===== src/rtl/irqc_pkg.sv =====
// Package irqc_pkg: slot numbering, widths and the vector arithmetic
// shared by the interrupt controller and its checker.
package irqc_pkg;
    localparam int NSRC     = 17;
    localparam int SLOT_W   = $clog2(NSRC);
    localparam logic [15:0] VEC_TOP = 16'hFFFC;

    localparam int SLOT_RESET = 0;
    localparam int SLOT_BRK   = NSRC - 1;

    // Slots that software may clear and enable (all but reset and break).
    localparam logic [NSRC-1:0] MASKABLE =
        ~((NSRC'(1) << SLOT_RESET) | (NSRC'(1) << SLOT_BRK));

    // Low address of a slot's vector pair; each step down moves by two.
    function automatic logic [15:0] vec_low(input logic [SLOT_W-1:0] slot);
        return VEC_TOP - {10'd0, slot, 1'b0};
    endfunction
endpackage


===== src/rtl/irqc_sync.sv =====
// Module irqc_sync: multi-stage synchronizer for asynchronous pins.
// Assumes each bit is an independent level; reset clears every stage.
module irqc_sync #(
    parameter int W      = 1,
    parameter int STAGES = 2
) (
    input  logic         clk,
    input  logic         rst_n,
    input  logic [W-1:0] d_i,
    output logic [W-1:0] q_o
);
    logic [W-1:0] stage_q [STAGES];

    genvar s;
    generate
        for (s = 0; s < STAGES; s++) begin : g_stage
            // Shift the pin value one stage further into the clock domain.
            always_ff @(posedge clk) begin
                if (!rst_n) stage_q[s] <= '0;
                else        stage_q[s] <= (s == 0) ? d_i : stage_q[(s == 0) ? 0 : s-1];
            end
        end
    endgenerate

    assign q_o = stage_q[STAGES-1];
endmodule


===== src/rtl/irqc_edge.sv =====
// Module irqc_edge: one-cycle pulse on the active edge of each bit.
// The active edge is rising when inv_i is 0 and falling when it is 1.
// The level is XORed with inv_i, so toggling inv_i can itself make a pulse.
// The history register resets to ones, so no pulse appears right after reset.
module irqc_edge #(
    parameter int W = 1
) (
    input  logic         clk,
    input  logic         rst_n,
    input  logic [W-1:0] lvl_i,
    input  logic [W-1:0] inv_i,
    output logic [W-1:0] pulse_o
);
    logic [W-1:0] x;
    logic [W-1:0] prev_q;

    assign x = lvl_i ^ inv_i;

    // Remember last cycle's polarity-adjusted level.
    always_ff @(posedge clk) begin
        if (!rst_n) prev_q <= '1;
        else        prev_q <= x;
    end

    assign pulse_o = x & ~prev_q;
endmodule


===== src/rtl/irqc_req_bank.sv =====
// Module irqc_req_bank: sticky request flags and enable bits.
// A set event wins over an acknowledge clear or a software clear in the same cycle.
// Software clears with 0 bits only inside CLEARABLE; enables exist only there.
module irqc_req_bank #(
    parameter int          N         = 17,
    parameter logic [N-1:0] CLEARABLE = '0,
    parameter logic [N-1:0] RST_REQ   = '0
) (
    input  logic         clk,
    input  logic         rst_n,
    input  logic [N-1:0] set_i,
    input  logic [N-1:0] ack_clr_i,
    input  logic         sw_clr_we_i,
    input  logic [N-1:0] sw_clr_data_i,
    input  logic         en_we_i,
    input  logic [N-1:0] en_data_i,
    output logic [N-1:0] req_o,
    output logic [N-1:0] en_o
);
    logic [N-1:0] sw_kill;

    assign sw_kill = sw_clr_we_i ? (CLEARABLE & ~sw_clr_data_i) : '0;

    // Update request flags: clears first, then new events on top.
    always_ff @(posedge clk) begin
        if (!rst_n) req_o <= RST_REQ;
        else        req_o <= (req_o & ~ack_clr_i & ~sw_kill) | set_i;
    end

    // Load enable bits on a software write.
    always_ff @(posedge clk) begin
        if (!rst_n)       en_o <= '0;
        else if (en_we_i) en_o <= en_data_i & CLEARABLE;
    end
endmodule


===== src/rtl/irqc_prio.sv =====
// Module irqc_prio: fixed-priority pick, where the lowest index wins.
// Assumes cand_i already holds masking; idx_o is 0 when nothing is pending.
module irqc_prio #(
    parameter int N  = 17,
    parameter int IW = $clog2(N)
) (
    input  logic [N-1:0]  cand_i,
    output logic          any_o,
    output logic [IW-1:0] idx_o
);
    // Scan from the lowest priority upward so the last hit is the winner.
    always_comb begin
        any_o = 1'b0;
        idx_o = '0;
        for (int i = N-1; i >= 0; i--) begin
            if (cand_i[i]) begin
                any_o = 1'b1;
                idx_o = IW'(i);
            end
        end
    end
endmodule


===== src/rtl/irq_vector_ctrl.sv =====
// Module irq_vector_ctrl: seventeen-slot prioritized vectored interrupt controller.
// It conditions the pin and peripheral sources and keeps the request and enable
// flags and the global disable flag. It offers the top pending slot to the core.
// When an acknowledge is taken while the request is up, it latches that slot.
// Assumes periph_evt_i, adc_done_i and the software writes are synchronous to clk.
module irq_vector_ctrl #(
    parameter int KEY_W       = 8,
    parameter int SYNC_STAGES = 2
) (
    input  logic                       clk,
    input  logic                       rst_n,
    input  logic [4:0]                 ext_pin_i,
    input  logic [4:0]                 edge_sel_i,
    input  logic [KEY_W-1:0]           key_port_i,
    input  logic [KEY_W-1:0]           key_dir_i,
    input  logic                       adt_pin_i,
    input  logic                       adc_done_i,
    input  logic                       conv_sel_i,
    input  logic [7:0]                 periph_evt_i,
    input  logic                       ser1_on_i,
    input  logic                       ser2_on_i,
    input  logic                       brk_i,
    input  logic                       req_clr_we_i,
    input  logic [irqc_pkg::NSRC-1:0]  req_clr_data_i,
    input  logic                       en_we_i,
    input  logic [irqc_pkg::NSRC-1:0]  en_data_i,
    input  logic                       iflag_we_i,
    input  logic                       iflag_data_i,
    input  logic                       irq_ack_i,
    output logic                       irq_req_o,
    output logic [15:0]                vec_lo_o,
    output logic [15:0]                vec_hi_o,
    output logic                       iflag_o,
    output logic [irqc_pkg::NSRC-1:0]  req_o
);
    import irqc_pkg::*;

    localparam logic [NSRC-1:0] RST_REQ = NSRC'(1) << SLOT_RESET;

    logic [4:0]        ext_s, ext_pulse;
    logic [KEY_W:0]    kadt_s;
    logic [KEY_W-1:0]  key_s;
    logic              adt_s, key_lvl, conv_lvl;
    logic [1:0]        misc_pulse;
    logic [NSRC-1:0]   set_evt, ack_clr, en_q, cand;
    logic              win_any, take;
    logic [SLOT_W-1:0] win_idx, sel_q;
    logic              iflag_q;

    // Pin conditioning: synchronizers, then polarity-selectable edge detectors.
    irqc_sync #(.W(5), .STAGES(SYNC_STAGES)) u_sync_ext (
        .clk(clk), .rst_n(rst_n), .d_i(ext_pin_i), .q_o(ext_s));

    irqc_edge #(.W(5)) u_edge_ext (
        .clk(clk), .rst_n(rst_n), .lvl_i(ext_s), .inv_i(edge_sel_i), .pulse_o(ext_pulse));

    irqc_sync #(.W(KEY_W+1), .STAGES(SYNC_STAGES)) u_sync_kadt (
        .clk(clk), .rst_n(rst_n), .d_i({adt_pin_i, key_port_i}), .q_o(kadt_s));

    assign key_s    = kadt_s[KEY_W-1:0];
    assign adt_s    = kadt_s[KEY_W];
    assign key_lvl  = &(key_s | key_dir_i);
    assign conv_lvl = conv_sel_i ? adc_done_i : ~adt_s;

    // Bit 0: key AND falling; bit 1: conversion slot rising.
    irqc_edge #(.W(2)) u_edge_misc (
        .clk(clk), .rst_n(rst_n), .lvl_i({conv_lvl, key_lvl}),
        .inv_i(2'b01), .pulse_o(misc_pulse));

    // Map every conditioned source onto its priority slot.
    always_comb begin
        set_evt     = '0;
        set_evt[1]  = ext_pulse[0];
        set_evt[2]  = ext_pulse[1];
        set_evt[3]  = periph_evt_i[0] & ser1_on_i;
        set_evt[4]  = periph_evt_i[1] & ser1_on_i;
        set_evt[5]  = periph_evt_i[2];
        set_evt[6]  = periph_evt_i[3];
        set_evt[7]  = periph_evt_i[4];
        set_evt[8]  = periph_evt_i[5];
        set_evt[9]  = ext_pulse[3];
        set_evt[10] = ext_pulse[4];
        set_evt[11] = periph_evt_i[6];
        set_evt[12] = ext_pulse[2];
        set_evt[13] = periph_evt_i[7] & ser2_on_i;
        set_evt[14] = misc_pulse[0];
        set_evt[15] = misc_pulse[1];
        set_evt[SLOT_BRK] = brk_i;
    end

    irqc_req_bank #(.N(NSRC), .CLEARABLE(MASKABLE), .RST_REQ(RST_REQ)) u_bank (
        .clk(clk), .rst_n(rst_n), .set_i(set_evt), .ack_clr_i(ack_clr),
        .sw_clr_we_i(req_clr_we_i), .sw_clr_data_i(req_clr_data_i),
        .en_we_i(en_we_i), .en_data_i(en_data_i), .req_o(req_o), .en_o(en_q));

    assign cand = req_o & (~MASKABLE | (en_q & {NSRC{~iflag_q}}));

    irqc_prio #(.N(NSRC), .IW(SLOT_W)) u_prio (
        .cand_i(cand), .any_o(win_any), .idx_o(win_idx));

    assign irq_req_o = win_any;
    assign take      = irq_ack_i & win_any;
    assign ack_clr   = take ? (NSRC'(1) << win_idx) : '0;

    // Global disable flag: acceptance sets it, software writes otherwise.
    always_ff @(posedge clk) begin
        if (!rst_n)          iflag_q <= 1'b1;
        else if (take)       iflag_q <= 1'b1;
        else if (iflag_we_i) iflag_q <= iflag_data_i;
    end

    // Latch the accepted slot so the vector holds during the core's fetch.
    always_ff @(posedge clk) begin
        if (!rst_n)    sel_q <= SLOT_W'(SLOT_RESET);
        else if (take) sel_q <= win_idx;
    end

    assign iflag_o  = iflag_q;
    assign vec_lo_o = vec_low(sel_q);
    assign vec_hi_o = VEC_TOP + 16'd1 - {10'd0, sel_q, 1'b0};
endmodule


===== config.mk =====
export PLATFORM = sky130hd
export DESIGN_NAME = irq_vector_ctrl
export DESIGN_NICKNAME = d
export VERILOG_FILES = /design/src/rtl/irqc_pkg.sv /design/src/rtl/irqc_sync.sv /design/src/rtl/irqc_edge.sv /design/src/rtl/irqc_req_bank.sv /design/src/rtl/irqc_prio.sv /design/src/rtl/irq_vector_ctrl.sv
export SDC_FILE = /design/constraint.sdc
export NUM_CORES = 1
export LEC_CHECK = 0
export ABC_CLOCK_PERIOD_IN_PS = 2000
export BUFFER_PORTS_ARGS = -buffer_cell sky130_fd_sc_hd__buf_2
export CAP_MARGIN = 20
export CORE_MARGIN = 2
export CORE_UTILIZATION = 40
export DETAILED_ROUTE_END_ITERATION = 10
export MAX_ROUTING_LAYER = met4
export PLACE_DENSITY = 0.68
export SLEW_MARGIN = 20
export SYNTH_ARGS = -nofsm -noshare
export SYNTH_HDL_FRONTEND = slang
export SYNTH_SLANG_ARGS = --single-unit

===== constraint.sdc =====
create_clock -name clk -period 2 [get_ports clk]
set_input_delay 0 -clock clk [delete_from_list [all_inputs] [get_ports clk]]
set_output_delay 0 -clock clk [all_outputs]
set_load 0.05 [all_outputs]

==> impl_metrics.csv <==
group,metric,value,unit
final_layout,area_delta_synth_final,44.2,%
logic_synthesis,yosys.cell_types.count,51,
pwr,power_density,746,nW/um^2
flow_run,maxCapViolations,0,
timing,final.min_clock_period,1.92,ns
logic_synthesis,async_flop_share,0,%
worst_setup_path,cp-end-kind,"output pin",
grt,gr-total-overflow,0,
grt,grtUsageTotal,20.5,%
pwr,irDropWorstVdd,516,uV
timing,hold_viol_final,0,
timing,worst_pin_slew,0.578,ns
die,core_area,7730,sq um
run_status,status,"complete, no violations",
grt,grt_pass1_vias,2918,
detailed_routing,remaining_drc_errors,0,
die,die_w,93.3,microns
worst_setup_path,r2r_end,"u_bank.req_o[11]",
detailed_routing,ant_nets,0,
place,place_area,3750,sq um
detailed_routing,wirelength,8480,microns
die,die_area,8710,sq um
timing,setup_viol,0,
detailed_routing,wl_per_cell,13.9,microns
worst_setup_path,reg2reg_depth,7,
place,gp_congestion,0.949,
pwr,leakage,2.01,nW
logic_synthesis,avgSynthCellArea,9.44,sq um
worst_setup_path,reg2reg_slack,0.12,ns
logic_synthesis,yosys.area.top_type,"dfxtp_1",
logic_synthesis,synth_cells,338,
logic_synthesis,synth_edf_count,0,
grt,grt_pass1_wl,13500,microns
timing,drv_slew,0,
logic_synthesis,synth_seq_cells,73,
detailed_routing,drt-initial-drc-count,126,
clocking,numCtsBuffers,9,
hold_path,hold_path.class,"input pin to flip-flop",
logic_synthesis,ys_seq_area_share,45.8,%
logic_synthesis,ys.flop_type,"dfxtp_1",
final_layout,drive_above_1_share,33.3,%
hold_path,min_from,"req_clr_data_i[6]",
grt,grt_max_degree,39,
clocking,clock_latency,0.34,ns
worst_setup_path,crit_arrival,1.92,ns
clocking,clockBufferDepth,2,
worst_setup_path,cp-start-kind,"flip-flop",
hold_path,hold_path_end,"u_bank.req_o[6]",
clocking,cts_tree,"yes",
clocking,htree_levels,3,
place,port_buffers,107,
logic_synthesis,yosysWarningCount,0,
detailed_routing,drtPass1Iterations,4,
worst_setup_path,path_max_fanout,5,
logic_synthesis,netlist_area,3190,sq um
detailed_routing,vias_per_cell,4.84,
final_layout,fin_area,4600,sq um
die,initial_core_util,41.3,%
logic_synthesis,synthTopCellsByArea,"dfxtp_1, buf_4, and2_1",
die,rows,32,
timing,min_period_over_period,95.8,%
die,ios,132,
clocking,clockRootBuffer,"clkbuf_8",
logic_synthesis,synth_top_area_share,45.8,%
final_layout,fin_nets,585,
timing,rsz0062_at_grt,"no",
detailed_routing,vias,2950,
grt,antenna_found_initial,0,
worst_setup_path,critPathLaunch,"u_bank.req_o[3]",
timing,setup_tns,0,ns
place,post-dp-hpwl,5820,microns
hold_path,hold_depth,4,
final_layout,fillers,649,
clocking,cts_sinks,73,
worst_setup_path,criticalPathCategory,"flip-flop to output pin",
final_layout,n_antenna_cell,0,
die,die_h,93.3,microns
clocking,clkSlewWorstSetupHoldPaths,0.08,ns
worst_setup_path,r2r_start,"iflag_o",
worst_setup_path,cp.required,2.00,ns
timing,skew,0.00723,ns
timing,fmax,522,MHz
timing,slew_headroom,61.5,%
-- how the worst max path moves through the flow --
stage / to / slack, ns / cells past startpoint
floorplan: sel_q[2] / 0.02 / 6
CTS: irq_req_o / 0.005 / 5
global placement: u_bank.req_o[4] / 0.14 / 7
finish: irq_req_o / 0.08 / 5
detailed placement: u_bank.req_o[4] / 0.11 / 7
global route: u_bank.req_o[11] / 0.0007 / 7
-- cells in the final DEF, fill, tap and decap left out, drive strengths merged, types with 7 or more instances in the layout --
| master | n |
|---|---|
| nor2b | 13 |
| a21oi | 10 |
| o21ai | 19 |
| nand2 | 30 |
| and2 | 30 |
| xnor2 | 7 |
| clkbuf | 9 |
| nor2 | 12 |
| dlygate4sd3 | 54 |
| mux2i | 18 |
| buf | 121 |
| dfxtp | 73 |
| nand3 | 8 |
| conb | 20 |
| inv | 7 |
-- cells in the mapped netlist, types with 2 or more instances --
cell type and count:
dfxtp_1 73, nand4_1 3, mux2i_1 18, buf_2 3, and2_1 30, o21ai_1 4, clkbuf_1 9, nor3b_1 2
xnor2_1 7, o311a_1 2, o21a_1 6, nor4b_2 2, nand2_2 2, nand3_1 8, nand2_1 28, a31oi_1 4
a22o_1 2, a22oi_1 6, and3_1 2, a41oi_2 2, o31ai_1 3, o21ai_0 15, nor4_1 2, a32o_1 2
nor3_1 5, buf_4 27, nor2b_1 13, o22ai_1 6, inv_1 6, nor2_1 12, conb_1 2, or2_2 2
o211ai_1 4, a21oi_1 9
-- registers in the layout, summed over array words and instances (netlist names) --
signal	flops
iflag_o	1
sel_q	5
u_bank.en_o	15
u_bank.req_o	17
u_edge_ext.prev_q	5
u_edge_misc.prev_q	2
u_sync_ext.stage_q	10
u_sync_kadt.stage_q	18
-- layer usage --
layer,track usage [%],vias to the layer above,wire [microns]
met1,22.9,1360,3570
met5,-,-,0
met3,6.61,10,513
met4,4.41,0,97
met2,35.8,114,4300
li1,-,1466,-
-- per-stage QoR --
stage                     utilization, %  setup WS (ns)  total power [W]  hold WS [ns]  instances
after floorplan                        -         0.0175          0.00198         0.100        356
after global placement              48.5          0.139          0.00210         0.206        535
after detailed placement            48.5          0.110          0.00211         0.210        535
after CTS                           58.8        0.00472          0.00344        0.0304        607
after global routing                59.6       0.000712          0.00360        0.0481        609
final                               59.6         0.0832          0.00343        0.0461        609
-- power breakdown --
group / switching [W] / internal (W) / total [W]
Combinational: 0.000344 / 0.000243 / 0.000587
Sequential: 0.0000569 / 0.00153 / 0.00159
Clock: 0.000558 / 0.000701 / 0.00126
Total: 0.000959 / 0.00247 / 0.00343
-- area by class of cell --
cell class / count / area (sq um) / share of cell area (%)
clock inverter: 6 / 92.6 / 2.01
multi-input combinational: 238 / 1570 / 34.1
timing repair buffer: 175 / 1190 / 25.8
clock buffer: 9 / 124 / 2.69
inverter: 6 / 22.5 / 0.489
sequential: 73 / 1480 / 32.1
tap: 102 / 128 / 2.77
-- worst max-delay path, cell delays in order (launching register included) --
cell,delay (ns)
dfxtp_2,0.35
a22oi_2,0.20
nor2_2,0.09
or3_4,0.43
or3_1,0.34
buf_6,0.17
-- what timing repair did --
| action | CTS | global route |
|---|---|---|
| resized for setup | 3 | 10 |
| endpoints found under the hold margin | 47 | 0 |
| pin swaps | 0 | 2 |
| setup buffers | 3 | 2 |
| hold buffers | 54 | 0 |
| endpoints found under the setup margin | 1 | 11 |
-- cells by family after synthesis --
| logic type | count (synthesis) | synth area share [%] |
|---|---|---|
| multiplexers | 18 | 5.65 |
| adder cells (fa/ha/maj) | 1 | 0.392 |
| AO/OA/AOI/OAI | 74 | 16.8 |
| other | 2 | 0.235 |
| XOR/XNOR | 8 | 2.20 |
| flip-flops | 73 | 45.8 |
| AND/OR/NAND/NOR | 117 | 20.3 |
| buffers and inverters | 45 | 8.59 |
Note: power is estimated with default switching activity, not from simulation.
